File: config.mk
export PLATFORM = sky130hd
export DESIGN_NAME = acc_alu8
export DESIGN_NICKNAME = d
export VERILOG_FILES = /design/src/rtl/acc_alu8_pkg.sv /design/src/rtl/acc_alu8_decode.sv /design/src/rtl/acc_alu8_core.sv /design/src/rtl/acc_alu8_lastreg.sv /design/src/rtl/acc_alu8.sv
export SDC_FILE = /design/constraint.sdc
export NUM_CORES = 1
export LEC_CHECK = 0
export ABC_CLOCK_PERIOD_IN_PS = 9500
export CORE_AREA = 2 2 39 41
export DETAILED_ROUTE_END_ITERATION = 10
export DIE_AREA = 0 0 41 43
export GPL_TIMING_DRIVEN = 0
export SLEW_MARGIN = 20
export SYNTH_ARGS = -nofsm -noshare
export SYNTH_HDL_FRONTEND = slang
export SYNTH_SLANG_ARGS = --single-unit
File: constraint.sdc
create_clock -name clk -period 9.5 [get_ports clk]
set_input_delay 1.9 -clock clk [delete_from_list [all_inputs] [get_ports clk]]
set_output_delay 1.9 -clock clk [all_outputs]
set_load 0.005 [all_outputs]
File: src/rtl/acc_alu8_pkg.sv
package acc_alu8_pkg;

    // Operation codes; the three bits mirror the low select bits of a
    // 16-function logic table whose top select and mode bits are held high.
    typedef enum logic [2:0] {
        OP_ADD  = 3'b000,
        OP_XNOR = 3'b001,
        OP_LAST = 3'b010,
        OP_AND  = 3'b011,
        OP_DEC  = 3'b100,
        OP_ORN  = 3'b101,
        OP_OR   = 3'b110,
        OP_MOVE = 3'b111
    } op_e;

    // Control word produced by the decoder.
    // truth is indexed by {a_bit, b_bit}.
    typedef struct packed {
        logic       arith;     // 1: adder path, 0: bitwise path
        logic       minus_one; // adder second input forced to all ones
        logic [3:0] truth;     // per-bit function table for bitwise path
    } ctl_t;

    localparam logic [3:0] TT_XNOR = 4'b1001;
    localparam logic [3:0] TT_B    = 4'b1010;
    localparam logic [3:0] TT_AND  = 4'b1000;
    localparam logic [3:0] TT_ORN  = 4'b1101;
    localparam logic [3:0] TT_OR   = 4'b1110;
    localparam logic [3:0] TT_A    = 4'b1100;

endpackage

File: src/rtl/acc_alu8_decode.sv
module acc_alu8_decode
    import acc_alu8_pkg::*;
(
    input  logic [2:0] op_i,
    output ctl_t       ctl_o
);

    op_e op;

    always_comb begin
        op    = op_e'(op_i);
        ctl_o = '0;
        case (op)
            OP_ADD: begin
                ctl_o.arith     = 1'b1;
                ctl_o.minus_one = 1'b0;
            end
            OP_DEC: begin
                ctl_o.arith     = 1'b1;
                ctl_o.minus_one = 1'b1;
            end
            OP_XNOR: ctl_o.truth = TT_XNOR;
            OP_LAST: ctl_o.truth = TT_B;
            OP_AND:  ctl_o.truth = TT_AND;
            OP_ORN:  ctl_o.truth = TT_ORN;
            OP_OR:   ctl_o.truth = TT_OR;
            OP_MOVE: ctl_o.truth = TT_A;
            default: ctl_o = '0;
        endcase
    end

endmodule

File: src/rtl/acc_alu8_core.sv
module acc_alu8_core
    import acc_alu8_pkg::*;
#(
    parameter int W = 4
) (
    input  ctl_t         ctl_i,
    input  logic [W-1:0] a_i,
    input  logic [W-1:0] b_i,
    output logic [W-1:0] res_o,
    output logic         carry_o
);

    logic [W:0]   chain;
    logic [W-1:0] sum_bits;
    logic [W-1:0] logic_bits;

    assign chain[0] = 1'b0;

    // One slice per bit: full adder plus a table-driven bitwise function.
    for (genvar i = 0; i < W; i++) begin : g_slice
        logic addend;
        always_comb begin
            addend        = ctl_i.minus_one ? 1'b1 : b_i[i];
            sum_bits[i]   = a_i[i] ^ addend ^ chain[i];
            chain[i+1]    = (a_i[i] & addend) | (chain[i] & (a_i[i] ^ addend));
            logic_bits[i] = ctl_i.truth[{a_i[i], b_i[i]}];
        end
    end

    always_comb begin
        res_o   = ctl_i.arith ? sum_bits : logic_bits;
        carry_o = ctl_i.arith & chain[W];
    end

endmodule

File: src/rtl/acc_alu8_lastreg.sv
module acc_alu8_lastreg #(
    parameter int W = 4
) (
    input  logic         clk,
    input  logic         rst,
    input  logic         load_i,
    input  logic [W-1:0] val_i,
    output logic [W-1:0] last_o
);

    typedef struct packed {
        logic [W-1:0] last;
    } state_t;

    state_t st_d;
    state_t st_q;

    always_comb begin
        st_d = st_q;
        if (load_i) begin
            st_d.last = val_i;
        end
    end

    always_ff @(posedge clk) begin
        if (rst) begin
            st_q <= '0;
        end else begin
            st_q <= st_d;
        end
    end

    assign last_o = st_q.last;

endmodule

File: src/rtl/acc_alu8.sv
module acc_alu8
    import acc_alu8_pkg::*;
#(
    parameter int W = 4
) (
    input  logic         clk,
    input  logic         rst,
    input  logic [2:0]   op_i,
    input  logic [W-1:0] a_i,
    input  logic         exec_i,
    output logic [W-1:0] result_o,
    output logic         carry_o
);

    ctl_t         ctl;
    logic [W-1:0] last_q;
    logic [W-1:0] res;
    logic         cy;

    acc_alu8_decode u_dec (
        .op_i  (op_i),
        .ctl_o (ctl)
    );

    acc_alu8_core #(.W(W)) u_core (
        .ctl_i   (ctl),
        .a_i     (a_i),
        .b_i     (last_q),
        .res_o   (res),
        .carry_o (cy)
    );

    acc_alu8_lastreg #(.W(W)) u_last (
        .clk    (clk),
        .rst    (rst),
        .load_i (exec_i),
        .val_i  (res),
        .last_o (last_q)
    );

    assign result_o = res;
    assign carry_o  = cy;

endmodule

-- After elaboration in Yosys (flattened, before gate mapping)
Cells that the tools add are included.
- mux-type cells: 15
- reductions and logical operators: 1
- eq/ne operators: 7
- order comparisons: 4
- bitwise gates (word level): 18
- operators with widths (kind ; number):
    4-bit one-hot mux with 6 select lines ; 1
    3-bit equality test (second input constant) ; 4
    2-bit by 3-bit less-than comparator with 1-bit output (second input constant) ; 4
    1-bit bitwise AND ; 8
    1-bit binary-select mux with 2-bit select ; 4
    1-bit two-way mux ; 8
    1-bit bitwise XOR ; 7
    3-bit by 2-bit equality test with 1-bit output (second input constant) ; 2
    4-bit two-way mux ; 1
    2-bit one-hot mux with 2 select lines ; 1
    3-bit by 1-bit equality test with 1-bit output (second input constant) ; 1
    3-bit zero test ; 1
    1-bit bitwise OR ; 3
- word-level logic and storage cells: 46
- output and inout bits: 5
- input bits: 10
- register bits: 4

-- Depth between registers and ports, before layout
- depth after elaboration: 11
- gate-level depth with buffers: 12
- gate-level depth less buffers: 11

-- Cells and area by module
A second synthesis with hierarchy kept.
- cells, all modules: 52
- area total of the unflattened synthesis: 441.7 µm²
- by module, submodules not included (module ; times used ; cells each ; area each (µm²)):
    acc_alu8_core ; 1 ; 33 ; 264.0
    acc_alu8_lastreg ; 1 ; 13 ; 140.1
    acc_alu8_decode ; 1 ; 6 ; 37.5

-- Least setup slack after synthesis
OpenSTA, ideal clock, no wires.
- path type: in2out
- start point: in op_i[1]
- end point: out result_o[3]
- path slack: 3.592 ns
- path buffers: 1
- stages on the path: 12
- arrival time: 4.008 ns
- required time: 7.600 ns
- path through: clkbuf_2 > nor2_2 > a21o_1 > ha_1 > inv_1 > fa_1 > fa_1 > inv_1 > fa_1 > nor3_1 > a31o_1 > nor2_1
- longest elaborated chain between the ends: 10
- ends and longest elaborated chain (item ; RTL line ; text):
    start: declaration ; acc_alu8.sv:8 ; input logic [2:0] op_i,
    3-bit equality test / 3-bit zero test (equally long branches) ; acc_alu8_decode.sv:13 ; case (op)
    2-bit one-hot mux with 2 select lines ; acc_alu8_decode.sv:13 ;
    1-bit two-way mux ; acc_alu8_core.sv:23 ; addend = ctl_i.minus_one ? 1'b1 : b_i[i];
    1-bit bitwise AND / 1-bit bitwise XOR (equally long branches) ; acc_alu8_core.sv:25 ; chain[i+1] = (a_i[i] & addend) | (chain[i] & (a_i[i] ^ addend));
    1-bit bitwise AND ; acc_alu8_core.sv:25 ;
    1-bit bitwise OR ; acc_alu8_core.sv:25 ;
    1-bit bitwise AND ; acc_alu8_core.sv:25 ;
    1-bit bitwise OR ; acc_alu8_core.sv:25 ;
    1-bit bitwise XOR ; acc_alu8_core.sv:24 ; sum_bits[i] = a_i[i] ^ addend ^ chain[i];
    4-bit two-way mux (*) ; acc_alu8_core.sv:31 ; res_o = ctl_i.arith ? sum_bits : logic_bits;
    end: declaration ; acc_alu8.sv:11 ; output logic [W-1:0] result_o,
Every way passes the cells marked *; elsewhere a longest branch is shown, timed or not. The select of a mux whose other input is x is not followed.

-- Worst setup path after layout
- start point: in op_i[0]
- end point: out result_o[3]
The elaborated chain is that of the path after synthesis.

==> flow_summary.toml <==
[status]
result_of_the_run = "complete, no violations"

[setup_path]
critical_path.endpoint_type = "output port"
cp_max_fo = 10
timing_worst_setup_path_type = "in -> out"
crit_path_start_kind = "input port"
worstPathRequired_ns = 7.60
cp.arrival_ns = 5.09

[synth]
syn_area_um2 = 479
seq_area_frac_synth_pct = 16.7
synth_top_cell_area_share_pct = 16.7
syn_nets = 71
avgSynthCellArea_um2 = 8.41
netlist_instances = 57
postSynthRegisterBits = 4
synth.lib_cells_used.distinct = 25
yosysWarnings = 0
synth_area_leader_cell = "sky130_fd_sc_hd__dfxtp_1"
post_synth_main_area_contributors = "sky130_fd_sc_hd__dfxtp_1 17%, sky130_fd_sc_hd__fa_1 13%, sky130_fd_sc_hd__o32ai_2 6.8%"

[cts]
cts_repair_resize_count = 0
ctsLongestPathBuffers = 2
cts-buffers-inserted = 3
clk-insertion-delay-late_ns = 0.23
tritoncts = "built"
ctsRootBufferMaster = "sky130_fd_sc_hd__clkbuf_4"
cts_setup_buffers = 0
htree_num_levels = 1
clk_transition_reported_paths_ns = 0.04
holdBufCountCts = 0
cts_num_sinks = 4

[drt]
route.detailed.vias_per_inst = 5.24
detailroute.via_count = 466
iteration_count_of_the_initial_detailed_routing_pass = 4
drc = 0
detail-route-antenna-nets = 0
drt-initial-drc-count = 6
avgRoutedWirePerCell_um = 11.4
wirelength_um = 1020

[finish]
filler_cell_count = 144
post_route_cells_drive_above_1_share_pct = 15.1
largest_reg_flops = 4
finalNetCount = 89
diodes = 0
area.growth.synth_to_final_pct = 36.0
fin_util_pct = 47.1
final_common_cell = "sky130_fd_sc_hd__clkdlybuf4s50_1"
highest_count_cells_in_the_layout_ignoring_fill_and_taps = "13 x sky130_fd_sc_hd__clkdlybuf4s50_1, 7 x sky130_fd_sc_hd__inv_1, 6 x sky130_fd_sc_hd__nand2_1"

[sta]
fmaxAchievable_ghz = 0.143
timing.slew.headroom_pct = 81.5
hold_violations = 0
min_period_ns = 6.99
report.final.slew_viol_count = 0
fin_crit_sh_pct = 73.6
fin_setup_tns_ns = 0
timing_worst_slew_pin_value_ns = 0.276
finClkSkew_ns = 0.000146
final_setup_violation_count = 0
min_setup_slack_post_route_ns = 2.51
rsz0062_at_grt = "no"

[run]
maxCapViolCount = 0

[power_and_ir_drop]
ir_drop_mv = 0.0662
design_power_total_uw = 71.1
total_leakage_power_uw = 0.000265
power_density_nw_per_um2 = 109

[floorplan]
die_width_um = 41
start_util_pct = 34.6
core_area_um2 = 1380
die_h_um = 43
fp.dieArea_um2 = 1760
io_pins = 15
placement_rows = 14

[global_route]
combined_global_route_utilization_of_all_metal_layers_pct = 13.8
grt_max_degree = 11
grt-ovfl-total = 0
grt_antenna_before_repair = 0
first_pass_grt_wire_length_um = 1720
grt_pass1_vias = 414

[worst_hold_path]
holdCritPathClass = "reg -> reg"

[place]
dpl.hpwl_um = 801
routabilityCongestion = 0.745
post-place-ws_ns = 2.48
buffer_ports.inserted = 13
routing by layer:
layer | GRT usage [%] | up-vias | wire [µm]
li1 | - | 235 | -
met1 | 18.6 | 219 | 470
met2 | 21.3 | 12 | 498
met3 | 4.71 | 0 | 49
met4 | 2.00 | 0 | 0
met5 | 0 | - | 0
Yosys cell counts:
cell type	instances
sky130_fd_sc_hd__nand2b_1	4
sky130_fd_sc_hd__nor3_1	1
sky130_fd_sc_hd__fa_1	3
sky130_fd_sc_hd__a32o_2	2
sky130_fd_sc_hd__o32ai_1	2
sky130_fd_sc_hd__a21oi_1	3
sky130_fd_sc_hd__buf_6	2
sky130_fd_sc_hd__nor4bb_1	2
sky130_fd_sc_hd__ha_1	1
sky130_fd_sc_hd__a31o_1	3
sky130_fd_sc_hd__mux2i_1	1
sky130_fd_sc_hd__and2_1	1
sky130_fd_sc_hd__or3_1	1
sky130_fd_sc_hd__dfxtp_1	4
sky130_fd_sc_hd__o31ai_1	1
sky130_fd_sc_hd__nand2_1	6
sky130_fd_sc_hd__nor2_1	5
sky130_fd_sc_hd__nand4bb_1	1
sky130_fd_sc_hd__o32ai_2	2
sky130_fd_sc_hd__clkbuf_2	1
sky130_fd_sc_hd__inv_1	7
sky130_fd_sc_hd__o21ai_0	1
sky130_fd_sc_hd__a21o_1	1
sky130_fd_sc_hd__or2b_1	1
sky130_fd_sc_hd__nor2_2	1
cells by family (layout without fill, tap and decap cells):
logic type	count (synthesis)	in the layout	synth area share, %
compound gates	15	15	27.9
fa+ha+maj	4	4	15.1
buf+inv	10	26	11.2
flops	4	4	16.7
mux	1	1	2.09
simple gates	23	23	26.9
power by group:
group          switching [µW]  internal, µW
logic                    12.9          17.4
clock network            6.49          14.1
registers                1.80          18.5
total                    21.2          50.0
critical path, stage by stage:
cell                              delay, ns
sky130_fd_sc_hd__clkdlybuf4s50_1       0.44
sky130_fd_sc_hd__buf_6                 0.15
sky130_fd_sc_hd__nor2_2                0.25
sky130_fd_sc_hd__a21o_1                0.16
sky130_fd_sc_hd__ha_1                  0.13
sky130_fd_sc_hd__inv_1                 0.04
sky130_fd_sc_hd__fa_1                  0.39
sky130_fd_sc_hd__fa_1                  0.37
sky130_fd_sc_hd__inv_1                 0.07
sky130_fd_sc_hd__fa_1                  0.41
sky130_fd_sc_hd__nor3_1                0.14
sky130_fd_sc_hd__a31o_1                0.14
sky130_fd_sc_hd__nor2_1                0.04
sky130_fd_sc_hd__clkdlybuf4s50_1       0.44
through the flow:
stage | cells | instance area, µm² | hold slack, ns
2_1_floorplan | 57 | 479 | 0.486
3_3_place_gp | 86 | 629 | 0.513
3_5_place_dp | 86 | 629 | 0.518
4_1_cts | 89 | 652 | 0.528
5_1_grt | 89 | 652 | 0.549
6_report | 89 | 652 | 0.518
worst paths after layout:
check,slack (ns),endpoint,depth (start not counted),startpoint
max,2.51,result_o[3],14,op_i[0]
min,0.52,u_last.last_o[3],2,u_last.last_o[3]
max reg2reg,7.10,u_last.last_o[3],10,u_last.last_o[0]
min reg2reg,0.52,u_last.last_o[3],2,u_last.last_o[3]
final cells by class:
class                      count  area [µm²]  area share (%)
inverter                       7        26.3            4.03
tap                           16        20.0            3.07
buffer                         3        27.5            4.22
multi-input combinational     43         345            53.0
timing repair buffer          13         130            20.0
clock buffer                   3        22.5            3.45
sequential                     4        80.1            12.3
Note: power is estimated with default switching activity, not from simulation.
